File: src/rtl/sb_pkg.sv
package sb_pkg;
    localparam int SB_DW = 64;

    typedef enum logic [2:0] {
        K_LOAD  = 3'd0,
        K_STORE = 3'd1,
        K_FETCH = 3'd2,
        K_FULLB = 3'd3,
        K_WRB   = 3'd4,
        K_SYNCB = 3'd5
    } acc_kind_e;

    typedef enum logic [1:0] {
        S_IDLE,
        S_MEMW,
        S_MEMR,
        S_RESP
    } sb_state_e;

    function automatic logic [SB_DW-1:0] size_mask(input logic [1:0] code);
        case (code)
            2'd0:    return 64'h0000_0000_0000_00ff;
            2'd1:    return 64'h0000_0000_0000_ffff;
            2'd2:    return 64'h0000_0000_ffff_ffff;
            default: return 64'hffff_ffff_ffff_ffff;
        endcase
    endfunction

    function automatic logic is_barrier(input acc_kind_e k);
        return (k == K_FULLB) || (k == K_WRB) || (k == K_SYNCB);
    endfunction
endpackage

File: src/rtl/sb_overlap.sv
module sb_overlap #(
    parameter int AW = 8
) (
    input  logic [AW-1:0] st_addr,
    input  logic [1:0]    st_size,
    input  logic [AW-1:0] rq_addr,
    input  logic [1:0]    rq_size,
    output logic          overlap,
    output logic          contains
);
    logic [AW:0] st_end, rq_end;

    always_comb begin
        st_end   = {1'b0, st_addr} + ((AW+1)'(1) << st_size);
        rq_end   = {1'b0, rq_addr} + ((AW+1)'(1) << rq_size);
        overlap  = ({1'b0, st_addr} < rq_end) && ({1'b0, rq_addr} < st_end);
        contains = (st_addr <= rq_addr) && (rq_end <= st_end);
    end
endmodule

File: src/rtl/sb_extract.sv
module sb_extract #(
    parameter int AW = 8
) (
    input  logic [AW-1:0]            st_addr,
    input  logic [sb_pkg::SB_DW-1:0] st_data,
    input  logic [AW-1:0]            rq_addr,
    input  logic [1:0]               rq_size,
    output logic [sb_pkg::SB_DW-1:0] fwd_data
);
    logic [AW-1:0] delta;

    always_comb begin
        delta    = rq_addr - st_addr;
        fwd_data = (st_data >> {delta[2:0], 3'b000}) & sb_pkg::size_mask(rq_size);
    end
endmodule

File: src/rtl/store_order_buf.sv
module store_order_buf #(
    parameter int AW    = 8,
    parameter int DEPTH = 4
) (
    input  logic          clk,
    input  logic          rst_n,
    input  logic          in_valid,
    input  logic [2:0]    in_kind,
    input  logic [AW-1:0] in_addr,
    input  logic [1:0]    in_size,
    input  logic [63:0]   in_wdata,
    input  logic          in_region,
    output logic          done,
    output logic [63:0]   rsp_data,
    output logic          mem_req,
    output logic          mem_we,
    output logic [AW-1:0] mem_addr,
    output logic [1:0]    mem_size,
    output logic [63:0]   mem_wdata,
    output logic          mem_region,
    input  logic          mem_ack,
    input  logic [63:0]   mem_rdata
);
    import sb_pkg::*;

    localparam int PW = (DEPTH > 1) ? $clog2(DEPTH) : 1;
    localparam int CW = $clog2(DEPTH + 1);

    typedef struct packed {
        logic             vld;
        logic [AW-1:0]    addr;
        logic [1:0]       size;
        logic [SB_DW-1:0] data;
        logic             region;
    } ent_t;

    typedef struct packed {
        sb_state_e             st;
        ent_t [DEPTH-1:0]      ent;
        logic [PW-1:0]         head;
        logic [CW-1:0]         cnt;
        logic                  done;
        logic [SB_DW-1:0]      rsp;
    } sb_regs_t;

    sb_regs_t r_q, r_d;
    acc_kind_e kind;
    assign kind = acc_kind_e'(in_kind);

    logic [DEPTH-1:0]   ov_s, ct_s, vld_vec;
    logic [SB_DW-1:0]   fwd_s [DEPTH];

    for (genvar g = 0; g < DEPTH; g++) begin : g_slot
        sb_overlap #(.AW(AW)) i_ov (
            .st_addr (r_q.ent[g].addr),
            .st_size (r_q.ent[g].size),
            .rq_addr (in_addr),
            .rq_size (in_size),
            .overlap (ov_s[g]),
            .contains(ct_s[g])
        );
        sb_extract #(.AW(AW)) i_ex (
            .st_addr (r_q.ent[g].addr),
            .st_data (r_q.ent[g].data),
            .rq_addr (in_addr),
            .rq_size (in_size),
            .fwd_data(fwd_s[g])
        );
        assign vld_vec[g] = r_q.ent[g].vld;
    end

    logic             partial, hit;
    logic [SB_DW-1:0] hit_data;
    logic [PW-1:0]    sidx, tail;

    // youngest containing entry wins: scan from oldest to youngest
    always_comb begin
        partial  = |(vld_vec & ov_s & ~ct_s);
        hit      = 1'b0;
        hit_data = '0;
        sidx     = '0;
        for (int a = 0; a < DEPTH; a++) begin
            sidx = PW'((int'(r_q.head) + a) % DEPTH);
            if (a < int'(r_q.cnt) && ct_s[sidx]) begin
                hit      = 1'b1;
                hit_data = fwd_s[sidx];
            end
        end
        tail = PW'((int'(r_q.head) + int'(r_q.cnt)) % DEPTH);
    end

    always_comb begin
        r_d      = r_q;
        r_d.done = 1'b0;
        case (r_q.st)
            S_IDLE: if (in_valid) begin
                case (kind)
                    K_STORE: begin
                        if (r_q.cnt == CW'(DEPTH)) begin
                            r_d.st = S_MEMW;
                        end else begin
                            r_d.ent[tail] = '{vld: 1'b1, addr: in_addr, size: in_size,
                                              data: in_wdata & size_mask(in_size),
                                              region: in_region};
                            r_d.cnt  = r_q.cnt + CW'(1);
                            r_d.st   = S_RESP;
                            r_d.done = 1'b1;
                        end
                    end
                    K_LOAD: begin
                        if (partial) begin
                            r_d.st = S_MEMW;
                        end else if (hit) begin
                            r_d.rsp  = hit_data;
                            r_d.st   = S_RESP;
                            r_d.done = 1'b1;
                        end else begin
                            r_d.st = S_MEMR;
                        end
                    end
                    K_FETCH: r_d.st = S_MEMR;
                    default: begin
                        if (r_q.cnt != '0) begin
                            r_d.st = S_MEMW;
                        end else begin
                            r_d.st   = S_RESP;
                            r_d.done = 1'b1;
                        end
                    end
                endcase
            end
            S_MEMW: if (mem_ack) begin
                r_d.ent[r_q.head].vld = 1'b0;
                r_d.head = (r_q.head == PW'(DEPTH - 1)) ? '0 : r_q.head + PW'(1);
                r_d.cnt  = r_q.cnt - CW'(1);
                if (is_barrier(kind) && r_q.cnt == CW'(1)) begin
                    r_d.st   = S_RESP;
                    r_d.done = 1'b1;
                end else begin
                    r_d.st = S_IDLE;
                end
            end
            S_MEMR: if (mem_ack) begin
                r_d.rsp  = mem_rdata & size_mask(in_size);
                r_d.st   = S_RESP;
                r_d.done = 1'b1;
            end
            default: r_d.st = S_IDLE;
        endcase
    end

    always_ff @(posedge clk) begin
        if (!rst_n) begin
            r_q      <= '0;
            r_q.st   <= S_IDLE;
        end else begin
            r_q <= r_d;
        end
    end

    always_comb begin
        mem_req    = (r_q.st == S_MEMW) || (r_q.st == S_MEMR);
        mem_we     = (r_q.st == S_MEMW);
        mem_addr   = mem_we ? r_q.ent[r_q.head].addr   : in_addr;
        mem_size   = mem_we ? r_q.ent[r_q.head].size   : in_size;
        mem_wdata  = mem_we ? r_q.ent[r_q.head].data   : '0;
        mem_region = mem_we ? r_q.ent[r_q.head].region : in_region;
    end

    assign done     = r_q.done;
    assign rsp_data = r_q.rsp;


    cap_bound_chk: assert property (@(posedge clk) disable iff (!rst_n)
        (r_q.cnt <= CW'(DEPTH)) && ($countones(vld_vec) == int'(r_q.cnt)));


    mem_hold_chk: assert property (@(posedge clk) disable iff (!rst_n)
        (mem_req && !mem_ack) |=> (mem_req && $stable(mem_addr) && $stable(mem_we)));


    done_pulse_chk: assert property (@(posedge clk) disable iff (!rst_n)
        done |=> !done);


    barrier_empty_chk: assert property (@(posedge clk) disable iff (!rst_n)
        (done && is_barrier(kind)) |-> (r_q.cnt == '0));


    fetch_direct_chk: assert property (@(posedge clk) disable iff (!rst_n)
        (r_q.st == S_IDLE && in_valid && kind == K_FETCH) |=> (mem_req && !mem_we));
endmodule

File: config.mk
export PLATFORM = sky130hd
export DESIGN_NAME = store_order_buf
export DESIGN_NICKNAME = d
export VERILOG_FILES = /design/src/rtl/sb_pkg.sv /design/src/rtl/sb_overlap.sv /design/src/rtl/sb_extract.sv /design/src/rtl/store_order_buf.sv
export SDC_FILE = /design/constraint.sdc
export NUM_CORES = 2
export LEC_CHECK = 0
export ABC_CLOCK_PERIOD_IN_PS = 14300
export BUFFER_PORTS_ARGS = -buffer_cell sky130_fd_sc_hd__buf_4
export CORE_ASPECT_RATIO = 1.1
export CORE_UTILIZATION = 35
export CTS_CLUSTER_SIZE = 12
export DETAILED_ROUTE_END_ITERATION = 16
export PLACE_DENSITY = 0.61
export SYNTH_ARGS = -nofsm -noshare
export SYNTH_HDL_FRONTEND = slang
export SYNTH_SLANG_ARGS = --single-unit
File: constraint.sdc
create_clock -name clk -period 14.3 [get_ports clk]
set_clock_uncertainty 0.1 [all_clocks]
set_input_delay 0.715 -clock clk [delete_from_list [all_inputs] [get_ports clk]]
set_output_delay 0.715 -clock clk [all_outputs]
set_load 0.005 [all_outputs]
==> out/qor.yml <==
sta:
  finalCritPeriodShare_pct: 52.1
  final_max_slew_viol_count: 0
  rsz0062_at_grt: "no"
  worst_slew_margin_pct: 22.7
  period_minus_slack_ns: 7.45
  final_count_of_hold_timing_violations: 0
  hold_ws_ns: 0.261
  setup_violations: 0
  max_slew.worst_pin.slew_ns: 1.16
  maxClockFrequency_ghz: 0.134
  setup_tns_ns: 0
synthesis:
  synth_enable_flop_cells: 0
  top_flip_flop_cell_by_instance_count_after_synthesis: "sky130_fd_sc_hd__dfxtp_1"
  syn_area_mm2: 0.0351
  synthesis.nets: 4876
  ys_seq_area_share_pct: 21.5
  synth_cells: 4577
  synth.yosys.warnings: 0
  yosys_register_bits: 376
  synthArstFlopShare_pct: 0
  synth.lib_cells_used.distinct: 82
  postSynthAreaPerCell_um2: 7.66
clock_tree:
  ctsResizeCount: 0
  cts_num_sinks: 376
  number_of_hold_buffers_added_after_cts: 0
  tritoncts: "yes"
  clock_path_buffers: 3
  cts_post_setup_buffers_inserted: 0
  cts.reportedPaths.clkPinSlew_ns: 0.06
  clock_tree.root_cell: "sky130_fd_sc_hd__clkbuf_16"
  num_cts_buffers: 44
  worst_skew_pair_later_pin_latency_ns: 0.63
  cts_htree_levels: 2
drt:
  drt-initial-drc-count: 5775
  postRouteWirelength_um: 174000
  postRouteAntennaNets: 0
  number_of_design_rule_violations_left_after_detail_routing: 0
  vias_post_dr: 37400
  firstDrtPassIters: 9
  vias_per_cell: 6.42
  wire_per_inst_um: 29.9
layout:
  multiInputGateArea_mm2: 0.0255
  layout.cells.most_common: "sky130_fd_sc_hd__nor2_1"
  synthToLayoutAreaGrowth_pct: 11.4
  final_net_count: 4791
  layout.filler_cells: 10100
  most-common-layout-cells: "sky130_fd_sc_hd__nor2_1 (613), sky130_fd_sc_hd__nand2_1 (548), sky130_fd_sc_hd__a21oi_1 (517)"
  drive_gt1_share_pct: 16.7
  finish.instance_area_mm2: 0.0391
  layout.area.seq_mm2: 0.00753
die:
  floorplan.die.width_um: 304
  die_area_mm2: 0.101
  fp-row-count: 121
  core_region_area_mm2: 0.0992
  floorplan.initialDensity_pct: 35.4
  chipHeight_um: 334
  top_level_ports: 288
placement:
  gp_congestion: 1.13
  postPlaceCellArea_mm2: 0.0375
  hpwlAfterDp_um: 128000
  buffer_ports.inserted: 287
power_and_ir_drop:
  p_switching_w: 0.00133
  internal_power_w: 0.00220
  power-per-cell-area_mw_per_mm2: 90.4
  totalPowerFinal_w: 0.00353
  p_leak_nw: 14.3
  seq_power_share_pct: 33.5
  irDropWorstVdd_v: 0.0000779
  power.switching_fraction_pct: 37.8
  power_frac_clock_pct: 33.9
  power.share.combinational_pct: 32.6
setup_path:
  worst-r2r-cell-count: 21
  worstPathRequired_ns: 14.64
  critical_path_startpoint_category: "input pin"
  worst_setup_path_startpoint: "in_size[1]"
  worst-path-max-fanout: 54
  setup.worst_path.end_class: "register"
  crit_arrival_ns: 7.79
  crit-reg2reg-launch: "r_q[364]"
  critPathCapture: "rsp_data[16]"
  crit-reg2reg-capture: "rsp_data[16]"
  r2r_slack_ns: 7.26
  critPathKind: "input pin to register"
global_route:
  wire_length_of_the_first_global_routing_pass_um: 247000
  track_usage_pct: 32.9
  globalRoute.totalOverflow: 0
  grt_antenna_before_repair: 21
  grt_max_degree: 174
  grt_pass1_vias: 33500
run_status:
  run_status: "complete, no violations"
worst_hold_path:
  worst_hold_path_type: "input pin to register"
run:
  drv.max_cap_violation_count: 0
power by group through the flow:
stage,Combinational (W),Sequential [W],Clock [W]
2_1_floorplan,0.000798,0.00116,0
3_3_place_gp,0.00111,0.00120,0
3_5_place_dp,0.00112,0.00120,0
4_1_cts,0.00112,0.00118,0.00121
5_1_grt,0.00122,0.00119,0.00126
6_report,0.00115,0.00118,0.00120
Yosys cell counts (all sizes together) (78+ instances only):
cell type | instances | share of area [%]
a21oi | 520 | 7.4
nor3 | 88 | 1.3
mux2i | 301 | 8.6
buf | 148 | 2.4
o21ai | 258 | 3.7
nand3 | 166 | 2.4
ha | 144 | 5.1
clkbuf | 335 | 3.6
dfxtp | 376 | 21
and2 | 78 | 1.4
mux4 | 187 | 12
nor2 | 615 | 6.6
nand2 | 548 | 5.9
worst max-delay path, stage by stage:
cell and delay [ns]:
sky130_fd_sc_hd__buf_4 0.34, sky130_fd_sc_hd__or2_2 0.20, sky130_fd_sc_hd__inv_1 0.04, sky130_fd_sc_hd__ha_1 0.18
sky130_fd_sc_hd__inv_1 0.08, sky130_fd_sc_hd__fa_1 0.22, sky130_fd_sc_hd__inv_1 0.05, sky130_fd_sc_hd__maj3_1 0.34
sky130_fd_sc_hd__a21oi_1 0.26, sky130_fd_sc_hd__nor2_1 0.12, sky130_fd_sc_hd__xnor2_1 0.39, sky130_fd_sc_hd__inv_1 0.21
sky130_fd_sc_hd__ha_1 0.34, sky130_fd_sc_hd__a31o_1 0.19, sky130_fd_sc_hd__maj3_2 0.30, sky130_fd_sc_hd__a221o_1 0.41
sky130_fd_sc_hd__a2111o_1 0.40, sky130_fd_sc_hd__o211ai_1 0.10, sky130_fd_sc_hd__buf_4 0.59, sky130_fd_sc_hd__nor3_4 0.08
sky130_fd_sc_hd__buf_4 0.35, sky130_fd_sc_hd__a211oi_4 0.28, sky130_fd_sc_hd__buf_4 0.34, sky130_fd_sc_hd__or2_2 0.33
sky130_fd_sc_hd__buf_4 0.56, sky130_fd_sc_hd__a311oi_1 0.22
logic make-up after synthesis:
| logic type | Yosys count | synth area share, % |
|---|---|---|
| compound gates | 1242 | 21.5 |
| xor+xnor | 45 | 1.22 |
| fa+ha+maj | 158 | 5.80 |
| buf+inv | 536 | 6.54 |
| flops | 376 | 21.5 |
| mux | 556 | 22.8 |
| simple gates | 1664 | 20.7 |
metrics by stage:
step                setup slack [ns]  cells  util (%)
detailed placement              6.37   5737      37.9
floorplan                       8.04   4577         -
CTS                             6.96   5814      39.4
finish                          6.85   5821      39.4
global route                    6.60   5815      39.4
global placement                6.47   5737      37.9
layer usage:
metal  GRT usage, %  wire length, um  up-vias
met5              0              114        -
met4           15.9             9690       18
met3           9.97            22200      430
met2           47.8            72200     2678
met1           44.0            69800    17900
li1               -                -    16400
how the worst min path moves through the flow:
stage	cells after the start	start	slack, ns	to
floorplan	2	r_q[222]	0.33	r_q[222]
global placement	2	r_q[70]	0.34	r_q[70]
detailed placement	2	r_q[222]	0.35	r_q[222]
CTS	3	in_wdata[4]	0.24	r_q[303]
global route	3	in_wdata[4]	0.26	r_q[303]
finish	3	mem_rdata[44]	0.26	rsp_data[44]
cell type report:
class / count / share of cell area, %
clock inverters: 17 / 0.573
inverters: 53 / 0.541
repair buffers: 352 / 6.80
diodes: 7 / 0.0448
multi-input cells: 3665 / 65.3
well taps: 1291 / 4.13
clock buffers: 60 / 3.31
flip-flops and latches: 376 / 19.3
registers in the layout (all words and copies together), names as in the netlist:
register / flops
r_q: 311
rsp_data: 64
done: 1
No activity file was read; power rests on OpenSTA's default activity.
